## src/rtl/vmeReqPkg.sv

```systemverilog
package vmeReqPkg;

  typedef enum logic [1:0] {
    ST_IDLE = 2'd0,
    ST_REQ  = 2'd1,
    ST_OWN  = 2'd2,
    ST_PARK = 2'd3
  } reqState_e;

  // strobes from control to datapath
  typedef struct packed {
    logic lvlLoad;
    logic reqDrive;
    logic busyDrive;
    logic grantDrive;
    logic holdClr;
    logic blockPass;
  } ctlStrobes_t;

  // conditions from datapath to control
  typedef struct packed {
    logic bgMine;
    logic busyFree;
    logic otherReq;
    logic clrSeen;
    logic holdDone;
  } pathStatus_t;

endpackage

```

## src/rtl/vmeReqSync.sv

```systemverilog
module vmeReqSync #(
  parameter int WIDTH  = 1,
  parameter int STAGES = 2
) (
  input  logic             clk,
  input  logic             rstN,
  input  logic [WIDTH-1:0] dIn,
  output logic [WIDTH-1:0] dOut
);
  logic [WIDTH-1:0] chain [STAGES];

  generate
    for (genvar s = 0; s < STAGES; s++) begin : g_stage
      always_ff @(posedge clk or negedge rstN) begin
        if (!rstN) chain[s] <= '0;
        else if (s == 0) chain[s] <= dIn;
        else chain[s] <= chain[(s == 0) ? 0 : s-1];
      end
    end
  endgenerate

  assign dOut = chain[STAGES-1];
endmodule

```

## src/rtl/vmeReqPath.sv

```systemverilog
module vmeReqPath
  import vmeReqPkg::*;
#(
  parameter int LEVELS      = 4,
  parameter int SYNC_STAGES = 2,
  parameter int MIN_HOLD    = 4
) (
  input  logic              clk,
  input  logic              rstN,
  input  ctlStrobes_t       strobes,
  input  logic [$clog2(LEVELS)-1:0] reqLevel,
  input  logic [LEVELS-1:0] brIn,
  input  logic [LEVELS-1:0] bgIn,
  input  logic              busyIn,
  input  logic              clrIn,
  output pathStatus_t       status,
  output logic [LEVELS-1:0] brOut,
  output logic [LEVELS-1:0] bgOut,
  output logic              busyOut,
  output logic              grantBus
);
  localparam int LVL_W  = $clog2(LEVELS);
  localparam int SYNC_W = 2*LEVELS + 2;
  localparam int CNT_W  = $clog2(MIN_HOLD + 1);
  localparam logic [CNT_W-1:0] HOLD_LAST = CNT_W'(MIN_HOLD - 1);

  logic [SYNC_W-1:0] syncOut;
  logic [LEVELS-1:0] bgSync, brSync;
  logic              busySync, clrSync;
  logic [LVL_W-1:0]  lvlQ;
  logic [LEVELS-1:0] lvlMask;
  logic [CNT_W-1:0]  holdCnt;

  vmeReqSync #(.WIDTH(SYNC_W), .STAGES(SYNC_STAGES)) busSync_i (
    .clk (clk),
    .rstN(rstN),
    .dIn ({clrIn, busyIn, brIn, bgIn}),
    .dOut(syncOut)
  );

  assign {clrSync, busySync, brSync, bgSync} = syncOut;

  always_ff @(posedge clk or negedge rstN) begin
    if (!rstN) lvlQ <= '0;
    else if (strobes.lvlLoad) lvlQ <= reqLevel;
  end

  generate
    for (genvar i = 0; i < LEVELS; i++) begin : g_lvl
      assign lvlMask[i] = (lvlQ == LVL_W'(i));
    end
  endgenerate

  always_ff @(posedge clk or negedge rstN) begin
    if (!rstN) holdCnt <= '0;
    else if (strobes.holdClr) holdCnt <= '0;
    else if (strobes.busyDrive && holdCnt != HOLD_LAST) holdCnt <= holdCnt + 1'b1;
  end

  assign brOut    = strobes.reqDrive ? lvlMask : '0;
  assign bgOut    = bgSync & ~(strobes.blockPass ? lvlMask : '0);
  assign busyOut  = strobes.busyDrive;
  assign grantBus = strobes.grantDrive;

  assign status.bgMine   = |(bgSync & lvlMask);
  assign status.busyFree = ~busySync;
  assign status.otherReq = |(brSync & ~brOut);
  assign status.clrSeen  = clrSync;
  assign status.holdDone = (holdCnt == HOLD_LAST);

  // independent run-length of busy for the hold check
  logic [CNT_W-1:0] busyRun;
  always_ff @(posedge clk or negedge rstN) begin
    if (!rstN) busyRun <= '0;
    else if (!strobes.busyDrive) busyRun <= '0;
    else if (busyRun != CNT_W'(MIN_HOLD)) busyRun <= busyRun + 1'b1;
  end


  busy_min_hold_chk: assert property (@(posedge clk) disable iff (!rstN)
    $fell(busyOut) |-> busyRun >= CNT_W'(MIN_HOLD));


  br_onehot_chk: assert property (@(posedge clk) disable iff (!rstN)
    $onehot0(brOut));


  no_pass_own_chk: assert property (@(posedge clk) disable iff (!rstN)
    (brOut & bgOut) == '0);
endmodule

```

## src/rtl/vmeReqCtrl.sv

```systemverilog
module vmeReqCtrl
  import vmeReqPkg::*;
(
  input  logic        clk,
  input  logic        rstN,
  input  logic        wantBus,
  input  logic        relOnReq,
  input  pathStatus_t status,
  output ctlStrobes_t strobes
);
  reqState_e state, stateNext;

  always_ff @(posedge clk or negedge rstN) begin
    if (!rstN) state <= ST_IDLE;
    else state <= stateNext;
  end

  always_comb begin
    stateNext = state;
    unique case (state)
      ST_IDLE: if (wantBus) stateNext = ST_REQ;
      ST_REQ:  if (status.bgMine && status.busyFree) stateNext = ST_OWN;
      ST_OWN:  if (!wantBus && status.holdDone)
                 stateNext = relOnReq ? ST_PARK : ST_IDLE;
      ST_PARK: begin
        if (wantBus) stateNext = ST_OWN;
        else if (!relOnReq || status.otherReq || status.clrSeen) stateNext = ST_IDLE;
      end
      default: stateNext = ST_IDLE;
    endcase
  end

  always_comb begin
    strobes            = '0;
    strobes.lvlLoad    = (state == ST_IDLE);
    strobes.holdClr    = (state == ST_IDLE) || (state == ST_REQ);
    strobes.reqDrive   = (state == ST_REQ);
    strobes.blockPass  = (state == ST_REQ) || (state == ST_OWN);
    strobes.busyDrive  = (state == ST_OWN) || (state == ST_PARK);
    strobes.grantDrive = (state == ST_OWN);
  end


  busy_take_free_chk: assert property (@(posedge clk) disable iff (!rstN)
    $rose(strobes.busyDrive) |-> $past(status.busyFree));


  grant_mine_chk: assert property (@(posedge clk) disable iff (!rstN)
    ($rose(strobes.grantDrive) && $past(strobes.reqDrive)) |-> $past(status.bgMine));
endmodule

```

## src/rtl/vmeReqTop.sv

```systemverilog
module vmeReqTop
  import vmeReqPkg::*;
#(
  parameter int SYNC_STAGES = 2,
  parameter int MIN_HOLD    = 4
) (
  input  logic       clk,
  input  logic       rstN,
  input  logic       wantBus,
  output logic       grantBus,
  input  logic       relOnReq,
  input  logic [1:0] reqLevel,
  output logic [3:0] brOut,
  input  logic [3:0] brIn,
  input  logic [3:0] bgIn,
  output logic [3:0] bgOut,
  output logic       busyOut,
  input  logic       busyIn,
  input  logic       clrIn
);
  ctlStrobes_t strobes;
  pathStatus_t status;

  vmeReqCtrl ctrl_i (
    .clk     (clk),
    .rstN    (rstN),
    .wantBus (wantBus),
    .relOnReq(relOnReq),
    .status  (status),
    .strobes (strobes)
  );

  vmeReqPath #(.LEVELS(4), .SYNC_STAGES(SYNC_STAGES), .MIN_HOLD(MIN_HOLD)) path_i (
    .clk     (clk),
    .rstN    (rstN),
    .strobes (strobes),
    .reqLevel(reqLevel),
    .brIn    (brIn),
    .bgIn    (bgIn),
    .busyIn  (busyIn),
    .clrIn   (clrIn),
    .status  (status),
    .brOut   (brOut),
    .bgOut   (bgOut),
    .busyOut (busyOut),
    .grantBus(grantBus)
  );


  park_regrant_chk: assert property (@(posedge clk) disable iff (!rstN)
    ($rose(grantBus) && $past(busyOut)) |-> brOut == 4'b0000);
endmodule

```

## config.mk

```make
export PLATFORM = sky130hd
export DESIGN_NAME = vmeReqTop
export DESIGN_NICKNAME = d
export VERILOG_FILES = /design/src/rtl/vmeReqPkg.sv /design/src/rtl/vmeReqSync.sv /design/src/rtl/vmeReqPath.sv /design/src/rtl/vmeReqCtrl.sv /design/src/rtl/vmeReqTop.sv
export SDC_FILE = /design/constraint.sdc
export NUM_CORES = 1
export LEC_CHECK = 0
export CORE_ASPECT_RATIO = 1.5
export CORE_MARGIN = 2
export CORE_UTILIZATION = 52
export CTS_CLUSTER_DIAMETER = 60
export DETAILED_ROUTE_END_ITERATION = 12
export PLACE_DENSITY = 0.87
export SLEW_MARGIN = 20
export SYNTH_ARGS = -nofsm -noshare
export SYNTH_HDL_FRONTEND = slang
export SYNTH_SLANG_ARGS = --single-unit
```

## constraint.sdc

```tcl
create_clock -name clk -period 2.6 [get_ports clk]
set_clock_uncertainty 0.15 [all_clocks]
set_input_delay 0.65 -clock clk [delete_from_list [all_inputs] [get_ports clk]]
set_output_delay 0.65 -clock clk [all_outputs]
set_load 0.02 [all_outputs]
```

Yosys cells after proc, flatten, opt, wreduce, memory -nomap -nowiden
Cells that the tools add are included.

storage, ports and cells
  bits in registers = 27
  latch bits = 0
  RAM bits = 0
  memory bits (read-only) = 0
  input bits = 16
  memories kept = 0

operators by class
  add/sub/neg operators = 1
  $mul = 0
  divide/modulo/power cells = 0
  order comparisons = 0
  eq/ne operators = 12
  shift operators = 0
  multiplexer cells = 11
  bitwise gates (word level) = 6
  reduce and logical (&&, ||, !) cells = 16

operators with widths
  kind                                                                      number
  4-bit AND                                                                 3
  2-bit two-way mux                                                         6
  2-bit == test (second input constant)                                     4
  4-bit two-way mux                                                         2
  4-bit NOT                                                                 2
  2-bit one-hot mux with 4 select lines                                     1
  4-bit OR reduction                                                        2
  3-bit two-way mux                                                         2
  3-bit by 2-bit inequality test with 1-bit output (second input constant)  2
  1-bit logical OR                                                          5
  2-bit by 1-bit == test with 1-bit output (second input constant)          2
  2-bit zero test                                                           2
  2-bit inequality test (second input constant)                             2
  4-bit AND reduction                                                       1
  3-bit by 1-bit adder with 3-bit output (second input constant)            1
  3-bit by 2-bit == test with 1-bit output (second input constant)          1
  1-bit logical AND                                                         3
  1-bit zero test                                                           2
  2-bit by 1-bit inequality test with 1-bit output (second input constant)  1
  2-bit nonzero test                                                        1
  1-bit NOT                                                                 1

Logic depth before layout (Yosys ltp)
  word-level depth = 10
  depth in mapped cells = 7
  gate-level depth less buffers = 7

Hierarchy
From an unflattened synthesis, not the netlist that was laid out.

unflattened totals
  cells, all modules = 93
  area, all modules = 1,202.4 µm²

by module, submodules not included
  module      times used  cells each  area each (µm²)  seq. area each (µm²)
  vmeReqSync  1           30          575.6            500.5
  vmeReqPath  1           42          406.6            125.1
  vmeReqCtrl  1           21          220.2            50.0

Worst setup path before layout
No wires, ideal clock.

  path kind = register to output
  from = register ctrl_i.state[0]
  to = output bgOut[0]
  data arrival time = 1,298 ps
  data required time = 1,800 ps
  slack = 502 ps
  stages on the path, launching flop included = 4
  buffers on the path = 0
  cell sequence = dfrtp_1 > inv_1 > ha_1 > a21boi_0

on the way
  cells in the longest elaborated chain, start to end = 5

ends and longest elaborated chain
  item                                                                       line              RTL
  start, declared                                                            vmeReqCtrl.sv:11  reqState_e state, stateNext;
  start signal, assigned                                                     vmeReqCtrl.sv:15  else state <= stateNext;
  2-bit by 1-bit == test with 1-bit output or 2-bit == test (tied branches)  vmeReqCtrl.sv:38  strobes.blockPass = (state == ST_REQ) || (state == ST_OWN);
  1-bit logical OR (*)                                                       vmeReqCtrl.sv:38
  4-bit two-way mux (*)                                                      vmeReqPath.sv:61  assign bgOut = bgSync & ~(strobes.blockPass ? lvlMask : '0);
  4-bit NOT (*)                                                              vmeReqPath.sv:61
  4-bit AND (*)                                                              vmeReqPath.sv:61
  end, declared                                                              vmeReqTop.sv:16   output logic [3:0] bgOut,

Mark *: on every way between the ends. The rest lies on a longest branch, timed or not.

Worst setup path after layout
  from = register ctrl_i.state[0]
  to = output busyOut

on the way
  cells in the longest elaborated chain, start to end = 2

ends and longest elaborated chain
  item                  line              RTL
  2-bit == test         vmeReqCtrl.sv:39  strobes.busyDrive = (state == ST_OWN) || (state == ST_PARK);
  1-bit logical OR (*)  vmeReqCtrl.sv:39
  end, declared         vmeReqTop.sv:17   output logic busyOut,

Marks and branches as above.

==> metrics <==
Clock Pin Slew Worst Setup and Hold Paths=about 0.13 ns; summed instance area of the synthesized netlist=approximately 1200 sq um; peak ir drop on the vdd network=approximately 0.57 mV; Synth Area per Inst=roughly 14 sq um; library cell occupying the most area in the post-synthesis netlist=sky130_fd_sc_hd__dfrtp_1; number of hold-repair buffers added at the cts stage=0; average wire length per cell after detail routing=~14 microns; wire length of the first global-routing pass=about 3200 microns; fraction of synthesized area in multiplexers=0.0586; library cell with the highest instance count after synthesis=sky130_fd_sc_hd__dfrtp_1; transition time of the tightest slew-check pin=0.371 ns; share of the synthesized area in the top cell type=0.586; total global routing track utilization=0.170; final worst path period need=around 2.5 ns; XOR/XNOR share of the synthesized area=0.00760; detailed router's first-iteration violation count=12; part of the Yosys area used for sequential elements=0.586; endpoint required time on the critical path=~1.8 ns; Remaining DRCs=0; via total after detailed routing=about 750; commonest register cell after synthesis=sky130_fd_sc_hd__dfrtp_1; peak per-stage delay on the critical path=a little over 0.4 ns; kind of end point of the critical path=primary output; HPWL Detailed=roughly 1500 microns; biggest area contributors in the synthesized netlist=sky130_fd_sc_hd__dfrtp_1 59%, sky130_fd_sc_hd__ha_1 7.6%, sky130_fd_sc_hd__mux2i_1 2.6%; result of the run=completed; area fraction in and, or, nand and nor cells after synthesis=0.112; switch share=0.380; final worst-path cycle share=0.968; part of the total power dissipated in the clock network=0.124; Worst-Skew Late Latency=0.31 ns; flop and latch count out of synthesis=27; number of antenna violations at the first check in global routing=0; pwr dens=between 900 and 1000 nW/um^2; destination of the critical timing path=busyOut; highest achievable clock rate=397 MHz; placer's final routability congestion estimate=0.755; sequential share of power=0.399; overall power consumption=~1400 uW; setup-violating endpoint count in the final report=0; crit path max-delay cell type=sky130_fd_sc_hd__dfrtp_1; final net count=between 100 and 150; Via-to-Cell Ratio=~5.5; post-synthesis share of cell area spent on full adders, half adders and majority gates=0.0760; Worst setup SP type=flop; Sw Pwr=between 500 and 600 uW; number of cells produced by synthesis=85; worst min-delay path class=flop to flop; Post-Synthesis Net Count=approximately 110; Vert. Die Dim=between 60 and 70 microns; RSZ-0062 raised after global routing=true; buffer depth of the longest clock path=2; total congestion overflow after global routing=0; start-to-end type of the worst setup path=flop to primary output; diode insertion count for antenna repair=0; Post-synth ARST share=1.00; endpoints failing hold=0; worst flop-to-flop path endpoint=ctrl_i.state[1]$_DFFE_PN0P_; RR Startpoint=ctrl_i.state[1]$_DFFE_PN0P_; count of cell types in the netlist=33; clock sink count=27; # rows=20; drt first pass iters=2; number of buffers inserted by port buffering=25; wire length after detailed routing=roughly 1900 microns; worst-path maximum fanout=4; max-slew violation count=0; effective utilization at floorplan=0.562; data arrival time at the worst-slack endpoint=1.72 ns; CP Launch Point=ctrl_i.state[0]$_DFFE_PN0P_; number of maximum-capacitance violations=0; Combinational Power Share=0.477; complex-gate fraction of the synthesized area=0.116; worst slack, placed=0.0845 ns; number of buffers created by CTS=3; smallest setup slack after layout=around 0.083 ns; area enclosed by the die boundary=2620 sq um; R2R depth=7; leakage power total=roughly 0.00068 uW; root cell of the clock tree=sky130_fd_sc_hd__clkbuf_4; R2R setup slack=0.66 ns; TritonCTS clock tree=yes; pin count of the biggest net entering global routing=28; DIE WIDTH=42.4 microns; number of global-route vias before repair=804; warning count from the yosys run=0; cell-internal power=approximately 850 uW; CORE AREA=2050 sq um; fraction of layout instances using a drive strength above 1=0.183; CP cell instances=buf_4, ha_1, or2_2, dlygate4sd2_1; number of levels the H-tree was split into=1; Max-Slew Margin vs Limit=0.749; top cells by instance count after synthesis=27 x sky130_fd_sc_hd__dfrtp_1, 7 x sky130_fd_sc_hd__ha_1, 6 x sky130_fd_sc_hd__inv_1; count of pins on the block boundary=26; main combinational cell family by area after synthesis=compound AO/OA/AOI/OAI gates; Detail Route Antenna Nets=0; worst hold path depth=0; layout overhead on the synthesized area=25.9%; Post-synth EDFFs=0
## flip-flops by register name, summed over array words and instances, names as in the netlist
register / cells
ctrl_i.state: 2
path_i.holdCnt: 3
path_i.lvlQ: 2
path_i.busSync_i.chain: 10
path_i.busSync_i.dOut: 10
## layer usage
metal	vias up	GRT usage	part of all wire
met5	-	0	0
met4	0	0.107	0.018
met3	4	0.0205	0.050
met2	23	0.341	0.57
met1	370	0.161	0.36
li1	356	-	-
## worst max-delay path: cells and delay by family, from the launching register on
family,cells,cell delay (ns)
buf+inv,2,0.48
flops,1,0.41
simple gates,1,0.31
fa+ha+maj,1,0.21
## logic make-up (layout without fill, tap and decap cells)
family,count (synthesis),after routing
compound gates,15,15
xor+xnor,1,1
fa+ha+maj,7,7
buf+inv,9,39
flops,27,27
mux,6,6
simple gates,20,20
## worst min-delay path by stage
stage | endpoint | start | slack (ns)
global placement | path_i.busSync_i.dOut[1]$_DFF_PN0_ | path_i.busSync_i.chain[11]$_DFF_PN0_ | 0.18
detailed placement | path_i.busSync_i.dOut[9]$_DFF_PN0_ | path_i.busSync_i.chain[19]$_DFF_PN0_ | 0.18
finish | path_i.busSync_i.dOut[6]$_DFF_PN0_ | path_i.busSync_i.chain[16]$_DFF_PN0_ | 0.21
floorplan | path_i.busSync_i.dOut[0]$_DFF_PN0_ | path_i.busSync_i.chain[10]$_DFF_PN0_ | 0.18
global route | path_i.busSync_i.dOut[6]$_DFF_PN0_ | path_i.busSync_i.chain[16]$_DFF_PN0_ | 0.22
CTS | path_i.busSync_i.dOut[9]$_DFF_PN0_ | path_i.busSync_i.chain[19]$_DFF_PN0_ | 0.22
## area by class of cell
cell class	instances	area, sq um
flip-flops and latches	27	676
fillers	161	601
multi-input cells	49	432
repair buffers	29	267
well taps	22	27.5
clock buffers	3	22.5
inverters	6	22.5
clock inverters	1	5.00
## stage by stage
step	hold WS [ns]	utilization	cell area, sq um	TNS [ns]	instances
detailed placement	0.185	0.691	1420	0	131
floorplan	0.181	-	1150	0	85
CTS	0.216	0.705	1450	0	136
global route	0.224	0.707	1450	-0.00780	137
global placement	0.182	0.691	1420	0	131
finish	0.214	0.707	1450	0	137
## cell usage in the layout, fill, tap and decap left out
cell type                         Yosys  layout
sky130_fd_sc_hd__o311ai_1             1       1
sky130_fd_sc_hd__clkbuf_2             1       1
sky130_fd_sc_hd__clkinv_2             0       1
sky130_fd_sc_hd__xor2_1               1       1
sky130_fd_sc_hd__buf_4                0       4
sky130_fd_sc_hd__nand3b_1             1       1
sky130_fd_sc_hd__a41oi_1              1       1
sky130_fd_sc_hd__nor3_1               4       4
sky130_fd_sc_hd__nand2_1              1       1
sky130_fd_sc_hd__a21boi_0             3       3
sky130_fd_sc_hd__clkbuf_4             0       3
sky130_fd_sc_hd__mux2_2               2       2
sky130_fd_sc_hd__nand2_4              1       1
sky130_fd_sc_hd__ha_2                 0       2
sky130_fd_sc_hd__ha_1                 7       5
sky130_fd_sc_hd__dfrtp_1             27      27
sky130_fd_sc_hd__clkdlybuf4s50_1      0      16
sky130_fd_sc_hd__mux2i_1              3       3
sky130_fd_sc_hd__or2_2                1       1
sky130_fd_sc_hd__a31o_1               1       1
sky130_fd_sc_hd__nor2b_1              1       1
sky130_fd_sc_hd__a31oi_1              1       1
sky130_fd_sc_hd__and3_4               1       1
sky130_fd_sc_hd__o221ai_2             1       1
sky130_fd_sc_hd__mux2_4               1       1
sky130_fd_sc_hd__nor2_1               4       4
sky130_fd_sc_hd__clkdlybuf4s15_1      0       1
sky130_fd_sc_hd__and4bb_1             1       1
sky130_fd_sc_hd__o21a_1               1       1
sky130_fd_sc_hd__and2_1               1       1
sky130_fd_sc_hd__inv_1                6       6
sky130_fd_sc_hd__a21oi_1              4       4
sky130_fd_sc_hd__a221oi_1             1       1
sky130_fd_sc_hd__and2b_1              1       1
sky130_fd_sc_hd__and3_2               1       1
sky130_fd_sc_hd__dlygate4sd2_1        0       7
sky130_fd_sc_hd__nand2b_1             1       1
sky130_fd_sc_hd__and2_2               1       1
sky130_fd_sc_hd__a2111oi_4            1       1
## power by group through the flow
stage	clock network, uW	registers, uW	logic (uW)
floorplan	0	523	491
global placement	0	557	626
detailed placement	0	566	644
CTS	179	549	638
global route	198	556	707
finish	169	545	652
## what timing repair did
item	CTS	global route
resized for setup	11	4
buffers inserted	1	1
endpoints found under the setup margin	9	4
hold endpoints to repair	0	0
(Power assumes the default switching activity.)
